File: config.mk
export PLATFORM = sky130hd
export DESIGN_NAME = mw_eeprom
export DESIGN_NICKNAME = d
export VERILOG_FILES = /design/src/rtl/mw_pkg.sv /design/src/rtl/mw_frontend.sv /design/src/rtl/mw_prog.sv /design/src/rtl/mw_array.sv /design/src/rtl/mw_eeprom.sv
export SDC_FILE = /design/constraint.sdc
export NUM_CORES = 1
export LEC_CHECK = 0
export ABC_AREA = 1
export BUFFER_PORTS_ARGS = -buffer_cell sky130_fd_sc_hd__buf_2
export CORE_MARGIN = 3
export CORE_UTILIZATION = 60
export CTS_CLUSTER_SIZE = 16
export DETAILED_ROUTE_END_ITERATION = 8
export GPL_ROUTABILITY_DRIVEN = 0
export PLACE_DENSITY = 0.76
export SYNTH_ARGS = -nofsm -noshare
export SYNTH_HDL_FRONTEND = slang
export SYNTH_HIERARCHICAL = 1
export SYNTH_SLANG_ARGS = --single-unit
File: constraint.sdc
create_clock -name clk -period 2.3 [get_ports clk]
set_input_delay 0.23 -clock clk [delete_from_list [all_inputs] [get_ports clk]]
set_output_delay 0.23 -clock clk [all_outputs]
set_load 0.01 [all_outputs]
File: src/rtl/mw_pkg.sv
`timescale 1ns/1ps
// Shared types for the serial EEPROM slave: command codes, front-end
// states and the command decode helpers.
package mw_pkg;

    typedef enum logic [2:0] {
        CMD_READ,
        CMD_WRITE,
        CMD_ERASE,
        CMD_UNLOCK,
        CMD_LOCK,
        CMD_ERASE_ALL,
        CMD_WRITE_ALL
    } cmd_e;

    typedef enum logic [2:0] {
        FE_IDLE,
        FE_HDR,
        FE_DATA,
        FE_READ,
        FE_DONE
    } fe_e;

    // Map opcode and the two selector bits of the address field to a command.
    function automatic cmd_e decode(input logic [1:0] op, input logic [1:0] selb);
        cmd_e c;
        case (op)
            2'b10:   c = CMD_READ;
            2'b01:   c = CMD_WRITE;
            2'b11:   c = CMD_ERASE;
            default: begin
                case (selb)
                    2'b11:   c = CMD_UNLOCK;
                    2'b00:   c = CMD_LOCK;
                    2'b10:   c = CMD_ERASE_ALL;
                    default: c = CMD_WRITE_ALL;
                endcase
            end
        endcase
        return c;
    endfunction

    // Commands that take a trailing data word.
    function automatic logic has_data(input cmd_e c);
        return (c == CMD_WRITE) || (c == CMD_WRITE_ALL);
    endfunction

    // Commands that start a self-timed programming cycle.
    function automatic logic is_prog(input cmd_e c);
        return (c == CMD_WRITE) || (c == CMD_ERASE) ||
               (c == CMD_ERASE_ALL) || (c == CMD_WRITE_ALL);
    endfunction

endpackage

File: src/rtl/mw_frontend.sv
`timescale 1ns/1ps
// Serial front end. Detects rising serial-clock edges in the system clock
// domain, waits for a start bit, shifts in header and data, and issues a
// one-cycle command pulse. Also serialises read data.
// Assumes sclk/sel/sdi are already synchronous to clk and that the serial
// clock stays at each level for at least one system clock.
module mw_frontend
    import mw_pkg::*;
#(
    parameter int ADDR_W = 4,
    parameter int DATA_W = 16
) (
    input  logic              clk,
    input  logic              rst_n,
    input  logic              sel,
    input  logic              sclk,
    input  logic              sdi,
    input  logic              busy,
    input  logic [DATA_W-1:0] rd_data,
    output logic [ADDR_W-1:0] rd_addr,
    output logic              go,
    output cmd_e              cmd,
    output logic [ADDR_W-1:0] addr,
    output logic [DATA_W-1:0] data,
    output logic              rd_bit,
    output logic              rd_oe
);
    localparam int HB = ADDR_W + 4;
    localparam int CW = $clog2(DATA_W + HB + 1);

    fe_e               st;
    logic              sk_q;
    logic              rise;
    logic [CW-1:0]     cnt;
    logic [HB-1:0]     hdr_q;
    logic [HB-1:0]     hdr_nx;
    logic [DATA_W:0]   rd_sh;
    cmd_e              dec;

    assign rise    = sclk & ~sk_q;
    assign hdr_nx  = {hdr_q[HB-2:0], sdi};
    assign rd_addr = hdr_nx[ADDR_W-1:0];
    assign dec     = decode(hdr_nx[HB-1:HB-2], hdr_nx[ADDR_W+1:ADDR_W]);
    assign rd_bit  = rd_sh[DATA_W];

    // Remember the previous serial-clock level for edge detection.
    always_ff @(posedge clk) begin
        if (!rst_n) sk_q <= 1'b0;
        else        sk_q <= sclk;
    end

    // Command sequencer: start detection, header/data shifting, read output.
    always_ff @(posedge clk) begin
        if (!rst_n) begin
            st    <= FE_IDLE;
            cnt   <= '0;
            go    <= 1'b0;
            rd_oe <= 1'b0;
            hdr_q <= '0;
            rd_sh <= '0;
            cmd   <= CMD_LOCK;
            addr  <= '0;
            data  <= '0;
        end else if (!sel) begin
            st    <= FE_IDLE;
            cnt   <= '0;
            go    <= 1'b0;
            rd_oe <= 1'b0;
        end else begin
            go <= 1'b0;
            if (rise) begin
                case (st)
                    FE_IDLE: begin
                        if (sdi && !busy) begin
                            st  <= FE_HDR;
                            cnt <= '0;
                        end
                    end
                    FE_HDR: begin
                        hdr_q <= hdr_nx;
                        cnt   <= cnt + CW'(1);
                        if (cnt == CW'(HB - 1)) begin
                            cmd  <= dec;
                            addr <= rd_addr;
                            cnt  <= '0;
                            if (dec == CMD_READ) begin
                                st    <= FE_READ;
                                rd_sh <= {1'b0, rd_data};
                                rd_oe <= 1'b1;
                            end else if (has_data(dec)) begin
                                st <= FE_DATA;
                            end else begin
                                st <= FE_DONE;
                                go <= 1'b1;
                            end
                        end
                    end
                    FE_DATA: begin
                        data <= {data[DATA_W-2:0], sdi};
                        cnt  <= cnt + CW'(1);
                        if (cnt == CW'(DATA_W - 1)) begin
                            st <= FE_DONE;
                            go <= 1'b1;
                        end
                    end
                    FE_READ: begin
                        if (cnt != CW'(DATA_W)) begin
                            rd_sh <= {rd_sh[DATA_W-1:0], 1'b0};
                            cnt   <= cnt + CW'(1);
                        end
                    end
                    default: ;
                endcase
            end
        end
    end
endmodule

File: src/rtl/mw_prog.sv
`timescale 1ns/1ps
// Programming control: write-enable latch, self-timed cycle counter,
// pending write request and ready/busy status flag.
// Assumes go is a single-cycle pulse that never arrives while busy.
module mw_prog
    import mw_pkg::*;
#(
    parameter int ADDR_W      = 4,
    parameter int DATA_W      = 16,
    parameter int T_WORD_CYC  = 250000,
    parameter int T_ERASE_CYC = 125000,
    parameter int T_BULK_CYC  = 1875000
) (
    input  logic              clk,
    input  logic              rst_n,
    input  logic              sel,
    input  logic              go,
    input  cmd_e              cmd,
    input  logic [ADDR_W-1:0] addr,
    input  logic [DATA_W-1:0] data,
    output logic              busy,
    output logic              wen,
    output logic              wr_en,
    output logic              wr_bulk,
    output logic [ADDR_W-1:0] wr_addr,
    output logic [DATA_W-1:0] wr_val,
    output logic              stat
);
    localparam int TM1 = (T_WORD_CYC > T_ERASE_CYC) ? T_WORD_CYC : T_ERASE_CYC;
    localparam int TMX = (TM1 > T_BULK_CYC) ? TM1 : T_BULK_CYC;
    localparam int CW  = $clog2(TMX + 1);

    logic [CW-1:0] tcnt;
    logic          sel_q;

    // Previous select level, used to spot a reselect.
    always_ff @(posedge clk) begin
        sel_q <= sel;
    end

    // Latch, cycle timer and pending write; write pulse when the timer expires.
    always_ff @(posedge clk) begin
        if (!rst_n) begin
            wen     <= 1'b0;
            busy    <= 1'b0;
            tcnt    <= '0;
            wr_en   <= 1'b0;
            wr_bulk <= 1'b0;
            wr_addr <= '0;
            wr_val  <= '0;
        end else begin
            wr_en <= 1'b0;
            if (go) begin
                case (cmd)
                    CMD_UNLOCK: wen <= 1'b1;
                    CMD_LOCK:   wen <= 1'b0;
                    default: ;
                endcase
                if (is_prog(cmd) && wen) begin
                    busy    <= 1'b1;
                    wr_addr <= addr;
                    wr_bulk <= (cmd == CMD_ERASE_ALL) || (cmd == CMD_WRITE_ALL);
                    wr_val  <= ((cmd == CMD_WRITE) || (cmd == CMD_WRITE_ALL)) ? data : '1;
                    case (cmd)
                        CMD_WRITE: tcnt <= CW'(T_WORD_CYC - 1);
                        CMD_ERASE: tcnt <= CW'(T_ERASE_CYC - 1);
                        default:   tcnt <= CW'(T_BULK_CYC - 1);
                    endcase
                end
            end
            if (busy) begin
                if (tcnt == '0) begin
                    busy  <= 1'b0;
                    wr_en <= 1'b1;
                end else begin
                    tcnt <= tcnt - CW'(1);
                end
            end
        end
    end

    // Status output flag: set on reselect during a cycle, cleared by deselect.
    always_ff @(posedge clk) begin
        if (!rst_n || !sel) stat <= 1'b0;
        else if (!sel_q && busy) stat <= 1'b1;
    end
endmodule

File: src/rtl/mw_array.sv
`timescale 1ns/1ps
// Word storage with one combinational read port and one write port that
// updates either a single word or every word at once.
// Assumes wr_en is a single-cycle pulse.
module mw_array #(
    parameter int ADDR_W = 4,
    parameter int DATA_W = 16
) (
    input  logic              clk,
    input  logic              rst_n,
    input  logic              wr_en,
    input  logic              wr_bulk,
    input  logic [ADDR_W-1:0] wr_addr,
    input  logic [DATA_W-1:0] wr_val,
    input  logic [ADDR_W-1:0] rd_addr,
    output logic [DATA_W-1:0] rd_data
);
    localparam int DEPTH = 1 << ADDR_W;

    logic [DATA_W-1:0] mem [DEPTH];

    assign rd_data = mem[rd_addr];

    // Clear on reset, then apply single or bulk writes.
    always_ff @(posedge clk) begin
        for (int i = 0; i < DEPTH; i++) begin
            if (!rst_n) mem[i] <= '0;
            else if (wr_en && (wr_bulk || (wr_addr == ADDR_W'(i)))) mem[i] <= wr_val;
        end
    end
endmodule

File: src/rtl/mw_eeprom.sv
`timescale 1ns/1ps
// Top of the serial EEPROM slave: joins the serial front end, the
// programming control and the storage array, and muxes the data output
// between read data and ready/busy status.
// Assumes all serial inputs are synchronous to clk.
module mw_eeprom
    import mw_pkg::*;
#(
    parameter int ADDR_W      = 4,
    parameter int DATA_W      = 16,
    parameter int T_WORD_CYC  = 250000,
    parameter int T_ERASE_CYC = 125000,
    parameter int T_BULK_CYC  = 1875000
) (
    input  logic clk,
    input  logic rst_n,
    input  logic sel,
    input  logic sclk,
    input  logic sdi,
    output logic sdo,
    output logic sdo_oe
);
    logic              busy, wen, go, wr_en, wr_bulk, stat, rd_bit, rd_oe;
    cmd_e              cmd;
    logic [ADDR_W-1:0] addr, rd_addr, wr_addr;
    logic [DATA_W-1:0] data, rd_data, wr_val;

    mw_frontend #(.ADDR_W(ADDR_W), .DATA_W(DATA_W)) u_fe (
        .clk(clk), .rst_n(rst_n), .sel(sel), .sclk(sclk), .sdi(sdi),
        .busy(busy), .rd_data(rd_data), .rd_addr(rd_addr), .go(go),
        .cmd(cmd), .addr(addr), .data(data), .rd_bit(rd_bit), .rd_oe(rd_oe)
    );

    mw_prog #(
        .ADDR_W(ADDR_W), .DATA_W(DATA_W), .T_WORD_CYC(T_WORD_CYC),
        .T_ERASE_CYC(T_ERASE_CYC), .T_BULK_CYC(T_BULK_CYC)
    ) u_prog (
        .clk(clk), .rst_n(rst_n), .sel(sel), .go(go), .cmd(cmd),
        .addr(addr), .data(data), .busy(busy), .wen(wen), .wr_en(wr_en),
        .wr_bulk(wr_bulk), .wr_addr(wr_addr), .wr_val(wr_val), .stat(stat)
    );

    mw_array #(.ADDR_W(ADDR_W), .DATA_W(DATA_W)) u_mem (
        .clk(clk), .rst_n(rst_n), .wr_en(wr_en), .wr_bulk(wr_bulk),
        .wr_addr(wr_addr), .wr_val(wr_val), .rd_addr(rd_addr), .rd_data(rd_data)
    );

    assign sdo    = stat ? ~busy : rd_bit;
    assign sdo_oe = stat | rd_oe;
endmodule

# Word-level counts from Yosys, hierarchy flattened
# Memories as Yosys holds them, arrays and structs flattened.
# Index checks and enable logic that the tools add are counted.
[word_totals] ff_bits=105 ramBits=256 inputBits=5 wordCells=247 memories=1
[op_classes] addsub=2 eq_ne=39 n_mux=99 bitwise=20 reduce_logical=67
[memory_table] name="u_mem.mem" words=16 word_bits=16 rd=1 rd_ports_with_merged_regs=0 write_ports=16 line="mw_array.sv:20" text="logic [DATA_W-1:0] mem [DEPTH];"
[op_table] op="$mux W16" n=17
[op_table] op="$mux W21" n=4
[op_table] op="$mux W1" n=59
[op_table] op="$mux W17" n=3
[op_table] op="$pmux W21 S2" n=1
[op_table] op="$pmux W17 S2" n=1
[op_table] op="$eq A4 B4 Y1 const B" n=8
[op_table] op="$pmux W3 S3" n=3
[op_table] op="$logic_or A1 B1 Y1" n=23
[op_table] op="$logic_not A21 Y1" n=1
[op_table] op="$sub A21 B1 Y21 const B" n=1
[op_table] op="$pmux W5 S4" n=1
[op_table] op="$logic_and A1 B1 Y1" n=19
[op_table] op="$or A1 B1 Y1" n=17
[op_table] op="$eq A4 B3 Y1 const B" n=4
[op_table] op="$mux W3" n=5
[op_table] op="$mux W5" n=3
[op_table] op="$eq A3 B2 Y1 const B" n=4
[op_table] op="$eq A3 B3 Y1 const B" n=4
[op_table] op="$reduce_and A4 Y1" n=3
[op_table] op="$ne A2 B1 Y1 const B" n=5
[op_table] op="$eq A3 B1 Y1 const B" n=3
[op_table] op="$reduce_and A3 Y1" n=3
[op_table] op="$eq A2 B2 Y1 const B" n=4
[op_table] op="other kinds (20)" n=31

# Longest topological paths before layout
# Gate-level depths: netlist of the first run.
[logic_depth] ltp_word=9 ltp_mapped=16

# Hierarchy
# The synthesis of the first run kept the hierarchy.
[by_module_without_submodules] module="mw_array" n_inst=1 cells_per_inst=1422 area_per_inst_um2=12451.9 seq_area_each_um2=7687.4
[by_module_without_submodules] module="mw_frontend" n_inst=1 cells_per_inst=418 area_per_inst_um2=2876.5 seq_area_each_um2=1161.1
[by_module_without_submodules] module="mw_prog" n_inst=1 cells_per_inst=346 area_per_inst_um2=2387.3 seq_area_each_um2=940.9
[by_module_without_submodules] module="mw_eeprom" n_inst=1 cells_per_inst=6 area_per_inst_um2=25.0 seq_area_each_um2=0.0

# Least setup slack after synthesis of the first run
# No wires, ideal clock.
[synth_timing] path_type="register -> register" startpoint="reg u_prog.wr_addr[0]" endpoint="mem u_mem.mem[9][0], enable pin" arrival_time_ns=1.277 required_time_ns=1.925 slack_ns=0.648 stages_incl_launch_ff=6 n_path_buf=0 path_cell_list="dfxtp_1 inv_1 nor2_2 nand2_1 a21oi_1 nand2b_1"
[synth_rtl] item="from (decl)" line="mw_prog.sv:25" text="output logic [ADDR_W-1:0] wr_addr,"
[synth_rtl] item="from (signal assigned)" line="mw_prog.sv:61" text="wr_addr <= addr;"
[synth_rtl] item="to (decl)" line="mw_array.sv:20"

==> out/metrics.cfg, run 1 <==
[timing]
period_share = 0.907
slew_headroom = 0.368
worst_pin_slew_ns = 0.948
setup_viol = 0
finalCriticalPeriod_ns = 2.09
hold_violations = 0
tns_ns = 0
finalHoldWorstSlack_ns = 0.180
rsz0062_at_grt = no
max_freq_mhz = 479
slew_violations = 0
setup_slack_ns = 0.214
skew_ns = 0.0140

[synth]
syn_area_um2 = 17700
async_flop_share = 0
synthCells = 2192
syn-num-nets = 2202
synthTopCellsByCount = nand2_1, nor2_1, inv_1
yosysWarningCount = 6
ys_types = 39
synth_seq_cells = 361
synth_edf_count = 256
synthTopCellsByArea = edfxtp_1, dfxtp_1, nand2_1
synth_top_area_frac = 0.433
syn_avg_cell_area_um2 = 8.09
synth.largest_area_cell = edfxtp_1
yosysMostFrequentCell = nand2_1
ys_seq_area_frac = 0.552
synthFlopType = edfxtp_1

[cts]
cts_buffers = 39
cts_tree = done
clockBufferDepth = 3
cts_num_sinks = 361
cts_setup_buffers = 0
cts-root-buf = clkbuf_16
worstSkewPairLatency_ns = 0.53
clk_pin_slew_ns = 0.06
cts-resized-gates = 0
cts.htree.levels = 2

[global_route]
grt_pass1_wl_um = 73000
grt_use_total = 0.298
grt_max_degree = 55
grt_antenna_before_repair = 0
grt_pass1_vias = 13400
overflow = 0

[layout]
drive_gt1_frac = 0.0809
nNetsFinal = 2184
syn_to_final_growth_pct = 8.77
final_area_um2 = 19300
post-route-util = 0.667
n_antenna_cell = 0
final_cells = 2583

[pwr]
peakVddDrop_v = 0.000650
clockPowerShare = 0.421
combPwrFrac = 0.053
swShare = 0.223
p_leak_nw = 8.20
power.switching_mw = 3.04
power_frac_seq = 0.526
p_per_area_nw_per_um2 = 706
finalPower_mw = 13.6
cellInternalPower_mw = 10.6

[floorplan]
die_h_um = 178
row_count = 62
core_area_um2 = 28900
io_pins = 7
die_w_um = 178
dieArea_um2 = 31700
initial_utilization = 0.613

[critical_path]
arrival_ns = 2.42
criticalPathCategory = reg -> reg
crit_slowest_cell = nand3_1
critical_path.cell_chain = nor2_1 -> nand3_1 -> nand2_1 -> nand3_1 -> nor2_1
crit_path_max_fanout = 16
cp.required_ns = 2.63
cp-start-kind = register
critPathMaxStageDelay_ns = 0.61
end_kind = register

[place]
place_ws_ns = 0.377
detailed_place_hpwl_um = 29700
dpl_cell_area_um2 = 18100
dp_cells = 2515
io_buffers = 6

[route]
drt-pass1-iter-count = 6
post_drt_wl_per_cell_um = 18.3
antenna_left = 0
drcViolationCount = 0
vias_per_cell = 5.66
vias = 14600
first_iter_violations = 2000
drt-total-wl_um = 47200

[worst_hold_path]
hold_class = in -> reg

[run_status]
status = finished clean

[run]
drv_cap = 0

logic make-up after synthesis:
family / Yosys count / share of synthesized area
AOI/OAI and AO/OA: 136 / 0.0399
xor gates and xnor gates: 8 / 0.00395
adders and majority gates: 5 / 0.00353
buffers and inverters: 411 / 0.0961
DFF: 361 / 0.552
and+or+nand+nor: 1271 / 0.305
metal layers:
metal | track usage | vias up | routed length, um | share of wire
met4 | 0.109 | 0 | 1630 | 0.035
met5 | 0 | - | 0 | 0
li1 | - | 6920 | - | -
met1 | 0.416 | 6885 | 19100 | 0.40
met2 | 0.460 | 720 | 21700 | 0.46
met3 | 0.0644 | 105 | 4790 | 0.10
state kept, by name (all words and copies together) (netlist names):
register	count
u_prog/wr_addr	4
u_mem/mem	256
u_prog/wr_val	16
u_fe/cnt	5
u_prog/wen	1
u_prog/sel_q	1
u_fe/rd_sh	17
u_prog/wr_bulk	1
u_fe/cmd	3
u_prog/wr_en	1
u_fe/hdr_q	7
u_fe/addr	4
u_fe/go	1
u_fe/rd_oe	1
u_fe/sk_q	1
u_fe/st	3
u_prog/tcnt	21
u_fe/data	16
u_prog/busy	1
u_prog/stat	1
cell type report:
type | count | area, um^2
fillers | 2372 | 9640
clock buffers | 50 | 1030
well taps | 384 | 480
inverters | 286 | 1070
repair buffers | 66 | 566
flip-flops and latches | 361 | 9790
clock inverters | 16 | 111
multi-input cells | 1420 | 6250
path summary, 6_finish.rpt:
path / start / end / slack (ns) / depth (start not counted)
max: u_prog/wr_addr[1]$_SDFFE_PN0P_ / u_mem/mem[12][7]$_SDFFCE_PN0P_ / 0.21 / 5
max reg2reg: u_prog/wr_addr[1]$_SDFFE_PN0P_ / u_mem/mem[12][7]$_SDFFCE_PN0P_ / 0.21 / 5
min reg2reg: u_fe/rd_oe$_SDFFE_PN0P_ / u_fe/rd_oe$_SDFFE_PN0P_ / 0.48 / 2
min: rst_n / u_fe/sk_q$_SDFF_PN0_ / 0.18 / 3
placed cells by master (no fill, tap or decap), types with 5 or more instances in the layout:
cell type / instances
inv_2: 10
o21ai_1: 15
clkbuf_16: 39
nand2_1: 528
clkinv_2: 6
o21ai_0: 51
nand3_1: 236
nand2b_1: 9
clkinv_1: 6
clkbuf_1: 10
dfxtp_1: 104
buf_12: 6
a21oi_1: 62
nand4_1: 38
ha_1: 5
inv_1: 275
edfxtp_1: 256
nor2_1: 404
buf_4: 54
nor2_2: 28
nand2_2: 8
worst max-delay path: cells and delay by family, from the launching register on:
| kind | cells | cell delay [ns] |
|---|---|---|
| DFF | 1 | 0.41 |
| and+or+nand+nor | 5 | 1.49 |
power by group through the flow:
stage                     logic (mW)  registers (mW)  clock network (mW)
after global routing           0.792            7.18                6.08
after detailed placement       0.699            7.30                   0
after global placement         0.685            7.29                   0
after floorplan                0.478            7.28                   0
after CTS                      0.706            7.16                5.80
final                          0.715            7.16                5.74
what timing repair did:
item / 4_1_cts / 5_1_grt
hold buffers: 2 / 0
hold endpoints to repair: 3 / 0
endpoints found under the setup margin: 0 / 0
Note: power is estimated with default switching activity, not from simulation.
==> inputs of run 2 (changes only) <==
--- a/config.mk
+++ b/config.mk
@@ -5,7 +5,6 @@
 export SDC_FILE = /design/constraint.sdc
 export NUM_CORES = 1
 export LEC_CHECK = 0
-export ABC_AREA = 1
 export BUFFER_PORTS_ARGS = -buffer_cell sky130_fd_sc_hd__buf_2
 export CORE_MARGIN = 3
 export CORE_UTILIZATION = 60
==> out/metrics.cfg, run 2 <==
[run_status]
status = finished clean  ; unchanged

[layout]
final_area_um2 = 18100  ; was 19,300 um^2
largest_reg_flops = 256  ; unchanged
mostFrequentLayoutCell = nor2_1  ; was nand2_1
n_antenna_cell = 0  ; unchanged
nNetsFinal = 1356  ; was 2,184
final_cells = 1708  ; was 2,583
mostFrequentLayoutCells = nor2_1, edfxtp_1, nand2_1  ; was nand2_1, nor2_1, inv_1
drive_gt1_frac = 0.192  ; was 0.0809
top_regs = u_mem/mem x256, u_prog/tcnt x21, u_fe/rd_sh x17  ; unchanged
nFillCells = 1803  ; was 2,372
largest_register = u_mem/mem  ; unchanged
syn_to_final_growth_pct = 12.4  ; was 8.77%

[global_route]
grtUsageMet3 = 0.0636  ; was 0.0644
busiest_layer = met2  ; unchanged
grt_use_met1 = 0.388  ; was 0.416
grt_use_total = 0.281  ; was 0.298
overflow = 0  ; unchanged
use_met2 = 0.446  ; was 0.460
grt_antenna_before_repair = 0  ; unchanged
grt_pass1_wl_um = 62300  ; was 73,000 um
grt_pass1_vias = 10900  ; was 13,400
grt_max_degree = 43  ; was 55

[synth]
synth_edf_count = 256  ; unchanged
synthCells = 1305  ; was 2,192
ys_types = 76  ; was 39
syn_area_um2 = 16100  ; was 17,700 um^2
synthFlopType = edfxtp_1  ; unchanged
yosysMostFrequentCell = nor2_1  ; was nand2_1
synthTopCellsByArea = edfxtp_1, dfxtp_1, mux4_2  ; was edfxtp_1, dfxtp_1, nand2_1
synth_top_area_frac = 0.477  ; was 0.433
ys_seq_area_frac = 0.607  ; was 0.552
async_flop_share = 0  ; unchanged
syn-num-nets = 1315  ; was 2,202
yosysWarningCount = 6  ; unchanged
synthTopCellsByCount = nor2_1, edfxtp_1, nand2_1  ; was nand2_1, nor2_1, inv_1
synth.largest_area_cell = edfxtp_1  ; unchanged
synth_seq_cells = 361  ; unchanged
syn_avg_cell_area_um2 = 12.4  ; was 8.09 um^2

[timing]
setup_viol = 0  ; unchanged
skew_ns = 0.0188  ; was 0.0140 ns
period_share = 0.933  ; was 0.907
slew_headroom = 0.529  ; was 0.368
hold_violations = 0  ; unchanged
tns_ns = 0  ; unchanged
worst_pin_slew_ns = 0.705  ; was 0.948 ns
rsz0062_at_grt = no  ; unchanged
slew_violations = 0  ; unchanged
max_freq_mhz = 466  ; was 479 MHz
finalCriticalPeriod_ns = 2.15  ; was 2.09 ns
setup_slack_ns = 0.155  ; was 0.214 ns

[route]
drt-pass1-iter-count = 6  ; unchanged
drcViolationCount = 0  ; unchanged
vias_per_cell = 6.48  ; was 5.66
antenna_left = 0  ; unchanged
first_iter_violations = 1180  ; was 2,000
vias = 11100  ; was 14,600
drt-total-wl_um = 40000  ; was 47,200 um
post_drt_wl_per_cell_um = 23.4  ; was 18.3 um

[critical_path]
critical_path.cell_chain = inv_1 -> ha_1 -> or3b_2 -> or2_1 -> o21ai_1 -> buf_4 -> and3_1 -> o31a_1  ; was nor2_1 -> nand3_1 -> nand2_1 -> nand3_1 -> nor2_1
criticalPathCategory = reg -> reg  ; unchanged
critPathMaxStageDelay_ns = 0.48  ; was 0.61 ns
arrival_ns = 2.61  ; was 2.42 ns
critPathTopFamily = simple AND/OR/NAND/NOR gates  ; unchanged
cp-start-kind = register  ; unchanged
crit_path_max_fanout = 10  ; was 16
path_buf_inv = 2  ; was 0
crit_slowest_cell = or3b_2  ; was nand3_1
end_kind = register  ; unchanged
cp.required_ns = 2.76  ; was 2.63 ns

[cts]
clk_pin_slew_ns = 0.06  ; about the same
worstSkewPairLatency_ns = 0.52  ; was 0.53 ns
cts_tree = done  ; unchanged
cts.htree.levels = 2  ; unchanged
cts_num_sinks = 361  ; unchanged
cts_buffers = 37  ; was 39
cts-root-buf = clkbuf_16  ; unchanged
clockBufferDepth = 3  ; unchanged

[worst_hold_path]
hold_class = in -> reg  ; unchanged

[floorplan]
initial_utilization = 0.615  ; was 0.613
core_area_um2 = 26200  ; was 28,900 um^2
dieArea_um2 = 28900  ; was 31,700 um^2
die_w_um = 170  ; was 178 um
row_count = 59  ; was 62
io_pins = 7  ; unchanged
die_h_um = 170  ; was 178 um

[pwr]
p_leak_nw = 6.25  ; was 8.20 nW
p_per_area_nw_per_um2 = 754  ; was 706 nW/um^2
peakVddDrop_v = 0.000573  ; was 0.000650 V
finalPower_mw = 13.7  ; was 13.6 mW

[place]
dp_cells = 1639  ; was 2,515
dpl_cell_area_um2 = 16900  ; was 18,100 um^2
place_ws_ns = 0.0860  ; was 0.377 ns
io_buffers = 6  ; unchanged
detailed_place_hpwl_um = 24400  ; was 29,700 um

[run]
drv_cap = 0  ; unchanged

-- run 2: through the flow --
stage	hold WS, ns	util
3_3_place_gp	0.428	0.644
5_1_grt	0.198	0.691
6_report	0.163	0.691
2_1_floorplan	0.258	-
4_1_cts	0.151	0.691
3_5_place_dp	0.428	0.644
-- run 2: path summary, 6_finish.rpt --
kind,start,slack (ns),depth (start not counted),endpoint
worst max-delay path,u_prog/tcnt[1]$_SDFF_PN0_,0.15,8,u_prog/tcnt[5]$_SDFF_PN0_
worst min-delay path,rst_n,0.16,3,u_fe/addr[2]$_SDFFE_PN0P_
worst max register to register,u_prog/tcnt[1]$_SDFF_PN0_,0.15,8,u_prog/tcnt[5]$_SDFF_PN0_
worst min register to register,u_fe/addr[2]$_SDFFE_PN0P_,0.46,2,u_prog/wr_addr[2]$_SDFFE_PN0P_
-- run 2: cell families (layout without fill, tap and decap cells) --
family / after synthesis / after routing / synth area share
XOR/XNOR: 3 / 3 / 0.00163
flip-flops: 361 / 361 / 0.607
adder cells (fa/ha/maj): 5 / 5 / 0.00388
AND/OR/NAND/NOR: 515 / 515 / 0.143
AO/OA/AOI/OAI: 207 / 207 / 0.0960
multiplexers: 93 / 93 / 0.110
buffers and inverters: 121 / 189 / 0.0387
-- run 2: metal layers --
metal  wire, um  up-vias
li1           -     4929
met1      15500     5463
met2      19000      583
met3       3950       90
met4       1500        0
met5          0        -
-- run 2: tightest hold or removal path: stages --
cell and delay, ns:
buf_2 0.24, clkinv_1 0.11, nor2_1 0.05
-- run 2: final cells by class --
type                    instances  area (um^2)  area share
repair buffers                105          893      0.0493
well taps                     335          419      0.0231
clock inverters                17          186      0.0103
flip-flops and latches        361         9790       0.540
multi-input cells             823         5740       0.317
clock buffers                  49         1020      0.0565
inverters                      18         67.6     0.00373
-- run 2: report_power, final --
part / switching (mW) / total [mW] / leakage [nW] / internal (mW)
combinational: 0.308 / 0.524 / 2.17 / 0.216
sequential: 0.0452 / 7.14 / 3.49 / 7.09
clock: 2.41 / 6.00 / 0.595 / 3.58
total: 2.77 / 13.7 / 6.25 / 10.9
-- run 2: timing repair --
item                                    4_1_cts  5_1_grt
endpoints found under the setup margin        0       14
endpoints found under the hold margin         2        0
setup buffers                                 0        1
resized for setup                             0        4
hold buffers                                  2        0
==> inputs of run 3 (changes only) <==
--- a/config.mk
+++ b/config.mk
@@ -6,7 +6,7 @@
 export NUM_CORES = 1
 export LEC_CHECK = 0
 export BUFFER_PORTS_ARGS = -buffer_cell sky130_fd_sc_hd__buf_2
-export CORE_MARGIN = 3
+export CORE_MARGIN = 4
 export CORE_UTILIZATION = 60
 export CTS_CLUSTER_SIZE = 16
 export DETAILED_ROUTE_END_ITERATION = 8
==> out/metrics.cfg, run 3 (synthesized netlist as in run 2, its figures left out) <==
[global_route]
grt_max_degree = 42  ; was 43
grt_antenna_before_repair = 1  ; was 0
grt_use_total = 0.272  ; was 0.281
grt_pass1_wl_um = 61100  ; was 62,300 um
grt_pass1_vias = 10600  ; was 10,900
overflow = 0  ; unchanged

[floorplan]
core_area_um2 = 26300  ; was 26,200 um^2
initial_utilization = 0.614  ; was 0.615
die_h_um = 172  ; was 170 um
row_count = 59  ; unchanged
die_w_um = 172  ; was 170 um
dieArea_um2 = 29600  ; was 28,900 um^2
io_pins = 7  ; unchanged

[layout]
syn_to_final_growth_pct = 12.3  ; was 12.4%
nFillCells = 1842  ; was 1,803
largest_reg_flops = 256  ; unchanged
largest_register = u_mem/mem  ; unchanged
post-route-util = 0.689  ; was 0.691
mostFrequentLayoutCell = nor2_1  ; unchanged
top_regs = u_mem/mem x256, u_prog/tcnt x21, u_fe/rd_sh x17  ; unchanged
n_antenna_cell = 0  ; unchanged
mostFrequentLayoutCells = nor2_1, edfxtp_1, nand2_1  ; unchanged
drive_gt1_frac = 0.189  ; was 0.192
nNetsFinal = 1351  ; was 1,356

[cts]
cts.htree.levels = 2  ; unchanged
cts_buffers = 36  ; was 37
cts-root-buf = clkbuf_16  ; unchanged
clockBufferDepth = 3  ; unchanged
cts_num_sinks = 361  ; unchanged
worstSkewPairLatency_ns = 0.53  ; was 0.52 ns
cts_tree = done  ; unchanged
clk_pin_slew_ns = 0.06  ; about the same

[pwr]
p_per_area_nw_per_um2 = 751  ; was 754 nW/um^2
p_leak_nw = 6.24  ; was 6.25 nW
peakVddDrop_v = 0.000718  ; was 0.000573 V
finalPower_mw = 13.6  ; was 13.7 mW

[run_status]
status = finished clean  ; unchanged

[timing]
period_share = 0.951  ; was 0.933
worst_pin_slew_ns = 0.834  ; was 0.705 ns
slew_violations = 0  ; unchanged
skew_ns = 0.0227  ; was 0.0188 ns
tns_ns = 0  ; unchanged
rsz0062_at_grt = no  ; unchanged
setup_viol = 0  ; unchanged
max_freq_mhz = 457  ; was 466 MHz
setup_slack_ns = 0.112  ; was 0.155 ns
finalCriticalPeriod_ns = 2.19  ; was 2.15 ns
hold_violations = 0  ; unchanged
slew_headroom = 0.442  ; was 0.529

[route]
drcViolationCount = 0  ; unchanged
antenna_left = 0  ; unchanged
drt-total-wl_um = 39600  ; was 40,000 um
first_iter_violations = 1274  ; was 1,180
vias_per_cell = 6.41  ; was 6.48
drt-pass1-iter-count = 6  ; unchanged
vias = 10900  ; was 11,100
post_drt_wl_per_cell_um = 23.2  ; was 23.4 um

[place]
place_ws_ns = 0.0518  ; was 0.0860 ns
detailed_place_hpwl_um = 24900  ; was 24,400 um
io_buffers = 6  ; unchanged

[critical_path]
end_kind = register  ; unchanged
criticalPathCategory = reg -> reg  ; unchanged
arrival_ns = 2.64  ; was 2.61 ns
critical_path.cell_chain = inv_1 -> ha_1 -> or3b_2 -> or2_1 -> o21ai_0 -> buf_4 -> and3_1 -> o31a_1  ; was inv_1 -> ha_1 -> or3b_2 -> or2_1 -> o21ai_1 -> buf_4 -> and3_1 -> o31a_1
crit_path_max_fanout = 9  ; was 10
crit_slowest_cell = or3b_2  ; unchanged
critPathMaxStageDelay_ns = 0.48  ; about the same
cp.required_ns = 2.76  ; about the same
cp-start-kind = register  ; unchanged

[run]
drv_cap = 0  ; unchanged

[worst_hold_path]
hold_class = in -> reg  ; unchanged

==> run 3: area by class of cell <==
class / instances / area (um^2) / area share
flip-flops and latches: 361 / 9790 / 0.541
well taps: 335 / 419 / 0.0231
multi-input cells: 823 / 5740 / 0.317
clock buffers: 48 / 1020 / 0.0562
clock inverters: 18 / 186 / 0.0103
repair buffers: 101 / 888 / 0.0491
inverters: 18 / 67.6 / 0.00373
==> run 3: stage by stage <==
stage | std cells | instance area, um^2 | hold slack (ns)
after floorplan | 1305 | 16100 | 0.258
after global placement | 1634 | 16900 | 0.421
after detailed placement | 1634 | 16900 | 0.425
after CTS | 1702 | 18100 | 0.242
after global routing | 1704 | 18100 | 0.282
final | 1704 | 18100 | 0.264
==> run 3: repair_timing <==
item                                    4_1_cts  5_1_grt
setup buffers                                 0        2
resized for setup                             0        3
endpoints found under the setup margin        0        7
endpoints found under the hold margin         3        0
hold buffers                                  2        0
==> run 3: per-layer routing <==
layer / vias up / track usage / share of wire
li1: 4924 / - / -
met5: - / 0 / 0.00033
met4: 2 / 0.0865 / 0.032
met1: 5355 / 0.381 / 0.40
met2: 546 / 0.433 / 0.47
met3: 92 / 0.0567 / 0.098
==> run 3: path summary, 6_finish.rpt <==
kind                                    end                       from  depth (start not counted)  slack (ns)
max reg2reg       u_prog/tcnt[5]$_SDFF_PN0_  u_prog/tcnt[1]$_SDFF_PN0_                          8        0.11
min reg2reg  u_prog/wr_addr[0]$_SDFFE_PN0P_  u_fe/addr[0]$_SDFFE_PN0P_                          2        0.45
max               u_prog/tcnt[5]$_SDFF_PN0_  u_prog/tcnt[1]$_SDFF_PN0_                          8        0.11
min              u_fe/rd_sh[0]$_SDFFE_PN0P_                      rst_n                          3        0.26
==> run 3: where the power goes <==
part	internal, mW	switching, mW	total, mW
Sequential	7.09	0.0444	7.14
Combinational	0.213	0.312	0.525
Clock	3.56	2.38	5.94
==> run 3: critical path, delay by kind of cell (launching register included) <==
family / cells / cell delay, ns
simple gates: 3 / 0.98
fa+ha+maj: 1 / 0.15
buf+inv: 2 / 0.29
flops: 1 / 0.34
compound gates: 2 / 0.36
